$ cat src/rtl/adc_framer_pkg.sv
package adc_framer_pkg;

    typedef enum logic [1:0] {
        SRC_LIVE   = 2'b00,
        SRC_DESKEW = 2'b01,
        SRC_SYNC   = 2'b10,
        SRC_CUSTOM = 2'b11
    } src_sel_e;

    typedef enum logic {
        SEQ_IDLE   = 1'b0,
        SEQ_STREAM = 1'b1
    } seq_state_e;

endpackage

$ cat src/rtl/framer_seq.sv
module framer_seq
    import adc_framer_pkg::*;
#(
    parameter int WORD_W = 12,
    localparam int CNT_W = $clog2(WORD_W)
) (
    input  logic             clk,
    input  logic             rst_n,
    output logic [CNT_W-1:0] cnt,
    output logic             load,
    output logic             running
);
    localparam logic [CNT_W-1:0] LAST = CNT_W'(WORD_W - 1);

    seq_state_e       state_q, state_d;
    logic [CNT_W-1:0] cnt_d;

    // State register
    always_ff @(posedge clk or negedge rst_n) begin
        if (!rst_n) begin
            state_q <= SEQ_IDLE;
            cnt     <= '0;
        end else begin
            state_q <= state_d;
            cnt     <= cnt_d;
        end
    end

    // Next state and outputs
    always_comb begin
        state_d = state_q;
        cnt_d   = cnt;
        load    = 1'b0;
        running = 1'b0;
        unique case (state_q)
            SEQ_IDLE: begin
                load    = 1'b1;        // start: load first frame
                cnt_d   = '0;
                state_d = SEQ_STREAM;
            end
            SEQ_STREAM: begin
                running = 1'b1;
                load    = (cnt == LAST);  // wrap: load next frame
                cnt_d   = load ? '0 : cnt + 1'b1;
                state_d = SEQ_STREAM;
            end
        endcase
    end

endmodule

$ cat src/rtl/framer_pattern.sv
module framer_pattern
    import adc_framer_pkg::*;
#(
    parameter int WORD_W = 12,
    localparam int NIB_W = WORD_W / 3
) (
    input  logic [1:0]        mode,
    input  logic              msb_first,
    input  logic [WORD_W-1:0] sample,
    input  logic [NIB_W-1:0]  cust_a,
    input  logic [NIB_W-1:0]  cust_b,
    input  logic [NIB_W-1:0]  cust_c,
    output logic [WORD_W-1:0] ser_word   // bit k = serial position k
);
    always_comb begin
        ser_word = '0;
        for (int k = 0; k < WORD_W; k++) begin
            unique case (mode)
                SRC_LIVE:   ser_word[k] = msb_first ? sample[WORD_W-1-k] : sample[k];
                SRC_DESKEW: ser_word[k] = (k % 2 == 0);
                SRC_SYNC:   ser_word[k] = (k >= WORD_W / 2);
                SRC_CUSTOM: ser_word[k] = 1'b0;
            endcase
        end
        if (mode == SRC_CUSTOM)
            ser_word = {cust_c, cust_b, cust_a};
    end

endmodule

$ cat src/rtl/framer_lane.sv
module framer_lane #(
    parameter int WORD_W = 12,
    localparam int CNT_W = $clog2(WORD_W)
) (
    input  logic              clk,
    input  logic              rst_n,
    input  logic              load,
    input  logic              running,
    input  logic [CNT_W-1:0]  cnt,
    input  logic [WORD_W-1:0] word_in,
    input  logic              idle_in,
    output logic              bit_out
);
    logic [WORD_W-1:0] hold_q;
    logic              idle_q;

    always_ff @(posedge clk or negedge rst_n) begin
        if (!rst_n) begin
            hold_q <= '0;
            idle_q <= 1'b1;
        end else if (load) begin
            hold_q <= word_in;
            idle_q <= idle_in;
        end
    end

    assign bit_out = running && !idle_q && hold_q[cnt];

endmodule

$ cat src/rtl/adc_lane_framer.sv
module adc_lane_framer #(
    parameter int LANES  = 8,
    parameter int WORD_W = 12,
    localparam int NIB_W = WORD_W / 3,
    localparam int CNT_W = $clog2(WORD_W)
) (
    input  logic                    clk,
    input  logic                    rst_n,
    input  logic [LANES*WORD_W-1:0] samp_data,
    input  logic [1:0]              mode,
    input  logic                    msb_first,
    input  logic [LANES-1:0]        pd_mask,
    input  logic [NIB_W-1:0]        cust_a,
    input  logic [NIB_W-1:0]        cust_b,
    input  logic [NIB_W-1:0]        cust_c,
    output logic [LANES-1:0]        lane_out,
    output logic                    bit_clk,
    output logic                    frame_clk
);
    logic [CNT_W-1:0] cnt;
    logic             load;
    logic             running;

    framer_seq #(.WORD_W(WORD_W)) u_seq (
        .clk     (clk),
        .rst_n   (rst_n),
        .cnt     (cnt),
        .load    (load),
        .running (running)
    );

    for (genvar i = 0; i < LANES; i++) begin : g_lane
        logic [WORD_W-1:0] ser_word;

        framer_pattern #(.WORD_W(WORD_W)) u_pat (
            .mode      (mode),
            .msb_first (msb_first),
            .sample    (samp_data[i*WORD_W +: WORD_W]),
            .cust_a    (cust_a),
            .cust_b    (cust_b),
            .cust_c    (cust_c),
            .ser_word  (ser_word)
        );

        framer_lane #(.WORD_W(WORD_W)) u_lane (
            .clk     (clk),
            .rst_n   (rst_n),
            .load    (load),
            .running (running),
            .cnt     (cnt),
            .word_in (ser_word),
            .idle_in (pd_mask[i]),
            .bit_out (lane_out[i])
        );
    end

    assign bit_clk   = running && !cnt[0];
    assign frame_clk = running && (cnt < CNT_W'(WORD_W / 2));

endmodule

$ cat config.mk
export PLATFORM = sky130hd
export DESIGN_NAME = adc_lane_framer
export DESIGN_NICKNAME = d
export VERILOG_FILES = /design/src/rtl/adc_framer_pkg.sv /design/src/rtl/framer_seq.sv /design/src/rtl/framer_pattern.sv /design/src/rtl/framer_lane.sv /design/src/rtl/adc_lane_framer.sv
export SDC_FILE = /design/constraint.sdc
export NUM_CORES = 1
export LEC_CHECK = 0
export CORE_ASPECT_RATIO = 0.9
export CORE_MARGIN = 4
export CORE_UTILIZATION = 50
export CTS_CLUSTER_DIAMETER = 200
export DETAILED_ROUTE_END_ITERATION = 7
export PLACE_DENSITY_LB_ADDON = 0.08
export RECOVER_POWER = 25
export SETUP_SLACK_MARGIN = 0.02
export SLEW_MARGIN = 10
export SYNTH_ARGS = -nofsm -noshare
export SYNTH_HDL_FRONTEND = slang
export SYNTH_SLANG_ARGS = --single-unit
export TNS_END_PERCENT = 100
$ cat constraint.sdc
create_clock -name clk -period 3.67 [get_ports clk]
set_input_delay 0.734 -clock clk [delete_from_list [all_inputs] [get_ports clk]]
set_output_delay 0.734 -clock clk [all_outputs]
set_load 0.02 [all_outputs]
==> flow_summary.yaml <==
setup_path:
  crit_type: "flip-flop to output pin"
  worstPathArrival_ns: 2.58
  required_ns: 2.94
  startpoint: "u_seq.cnt[1]"
  cp-end-kind: "output pin"
  worstReg2RegStart: "u_seq.cnt[0]"
  ff2ff_path_depth: 6
  cp_top_family: "flip-flops"
  crit_chain: "nor2_1 > a211o_1 > o31ai_1 > clkdlybuf4s50_1"
  path_buf_inv: 1
  ff2ff_setup_slack_ns: 1.10
  cp_max_fo: 16
  worstSetupStartpointType: "flip-flop"
  r2r_end: "g_lane[0].u_lane.hold_q[10]"
  max_stage_delay_ns: 0.67
  crit_slowest_cell: "dfrtp_1"
power:
  power_density_nw_per_um2: 398.4
  p_leak_nw: 3.426
  peakVddDrop_v: 0.0002743
route:
  drc: 0
  first_iter_violations: 480
  dr.pass1.iters: 5
  drt-total-wl_microns: 18280
  ant_nets: 0
  avgRoutedWirePerCell_microns: 21.28
  num_vias: 5205
  viasPerCell: 6.059
logic_synthesis:
  yosysWarnings: 0
  synth_nets: 723
  ys_types: 35
  synth-edff-count: 0
  synth-async-reset-ratio_pct: 100.0
  ys_ff_latch: 109
  syn_area_sq_um: 6714
  syn_inst: 598
  syn_avg_cell_area_sq_um: 11.23
  yosysSeqAreaShare_pct: 40.78
  synth_ff_type: "dfrtp_1"
grt:
  antenna_found_initial: 1
  use_met2_pct: 34.78
  grt_usage_pct: 23.92
  use_met1_pct: 37.02
  grt_overflow: 0
  grt_max_degree: 70
  grt_pass1_vias: 5230
  gr-usage-met3_pct: 5.490
  grt_pass1_wl_microns: 28890
  top_usage_layer: "met1"
sta:
  finalCriticalPeriod_ns: 3.314
  setup_viol: 0
  hold_viol_final: 0
  max_slew_margin_pct: -18.06
  rsz0062_at_grt: "no"
  timing.final.crit_share_pct: 90.30
  final_max_slew_viol_count: 69
  fin_worst_skew_ns: 0.003992
  fmaxAchievable_mhz: 301.8
  tns_ns: 0
  worstMarginPinSlew_ns: 1.771
clock_tree:
  clk_pin_slew_worst_paths_ns: 0.07
  postCtsHoldBufs: 0
  htree_levels: 3
  cts_setup_buffers: 0
  cts_inserted_buffers: 9
  cts_tree: "yes"
  insertion_delay_ns: 0.34
  cts_sinks: 109
  cts_resized: 0
  cts_buffer_depth: 2
  cts-root-buf: "clkbuf_16"
layout:
  fin_cells: 859
  nFillCells: 1043
  syn2layout_area_growth_pct: 23.43
  diodes: 0
  drive_above_1_share_pct: 16.55
  multi_input_area_sq_um: 3588
  finalNetCount: 815
  register_area_sq_um: 2739
floorplan:
  start_util_pct: 51.92
  rows: 39
  io_pins: 131
  design.core.area_sq_um: 12930
  die_h_microns: 117.9
  dieArea_sq_um: 15350
  fp.dieW_microns: 130.1
outcome:
  violations: "max-capacitance violations, max-slew violations"
  status: "finished with violations"
placed_design:
  io_buffers: 130
  detailed_place_hpwl_microns: 13760
  gp_congestion: 0.8826
  dp.cells: 843
job:
  cap_violations: 1
worst_hold_path:
  hold_depth: 1
  worstHoldStart: "g_lane[1].u_lane.hold_q[1]"
  hp-class: "flip-flop to flip-flop"
  hold_end: "g_lane[1].u_lane.hold_q[1]"
## cell usage after synthesis, drive strengths merged (11+ instances only)
master	number	area (sq um)
a21oi	74	370.4
dfrtp	101	2527
o22a	48	420.4
buf	46	312.8
nor2b	12	75.07
nand2	11	41.29
mux2i	104	1041
clkbuf	17	63.81
o21ai	31	155.2
mux2	72	829.5
## cells by family after synthesis
| group | Yosys count | synth area share [%] |
|---|---|---|
| multiplexers | 184 | 30.54 |
| other | 1 | 0.05585 |
| buffers and inverters | 66 | 5.777 |
| AO/OA/AOI/OAI | 188 | 18.00 |
| adder cells (fa/ha/maj) | 4 | 0.7455 |
| flip-flops | 109 | 40.78 |
| XOR/XNOR | 1 | 0.1305 |
| AND/OR/NAND/NOR | 45 | 3.970 |
## placed cells by master, fill, tap and decap left out, types with 9 or more instances in the layout
cell             instances
nand2_1                 11
o21ai_0                 22
o21ai_1                  9
clkbuf_16                9
mux2_2                  61
nor2b_1                 12
buf_4                   11
mux2i_1                104
dfrtp_1                100
a21oi_1                 74
o22a_1                  48
clkdlybuf4s50_1        128
## sequential cells by signal (all words and copies together), names as in the netlist
register and cells:
g_lane.u_lane.hold_q 96, g_lane.u_lane.idle_q 8, u_seq.cnt 4, u_seq.state_q 1
## worst register-to-register path: stages (launching register included)
cell	delay, ns
dfrtp_2	0.60
buf_12	0.24
ha_1	0.23
and3b_1	0.34
nand2b_4	0.35
buf_4	0.31
mux2_2	0.38
## layer usage
layer | routed length [microns] | vias to the layer above | part of all wire [%]
li1 | - | 2430 | -
met1 | 8780 | 2556 | 48
met2 | 7907 | 200 | 43
met3 | 1412 | 17 | 7.7
met4 | 166 | 2 | 0.91
met5 | 13 | - | 0.071
## report_power, final
group | internal, W | total [W] | switching, W
registers | 0.00137 | 0.00152 | 0.000147
clock network | 0.000546 | 0.000964 | 0.000418
logic | 0.000454 | 0.000820 | 0.000366
## worst max path at each step
stage	end	slack, ns	cells after the start
after floorplan	lane_out[1]	1.36	6
after global placement	g_lane[6].u_lane.hold_q[9]	0.74	8
after detailed placement	lane_out[2]	0.70	5
after CTS	lane_out[2]	0.33	5
after global routing	lane_out[0]	0.21	4
final	lane_out[0]	0.36	4
## cell type report
cell class,count,share of cell area (%)
multi-input cells,423,43.30
flip-flops and latches,109,33.05
repair buffers,144,17.48
clock buffers,12,2.974
well taps,164,2.476
clock inverters,4,0.5738
inverters,3,0.1359
## stage by stage
stage | utilization, % | hold WS (ns) | total power (W) | cell area, sq um | setup slack (ns)
after floorplan | - | 0.4384 | 0.001999 | 6714 | 1.356
after global placement | 61.83 | 0.4771 | 0.002325 | 7995 | 0.7425
after detailed placement | 61.83 | 0.4758 | 0.002349 | 7995 | 0.7043
after CTS | 64.10 | 0.4988 | 0.003311 | 8289 | 0.3332
after global routing | 64.08 | 0.5072 | 0.003452 | 8287 | 0.2091
final | 64.08 | 0.4934 | 0.003301 | 8287 | 0.3562
No activity file was read; power rests on OpenSTA's default activity.
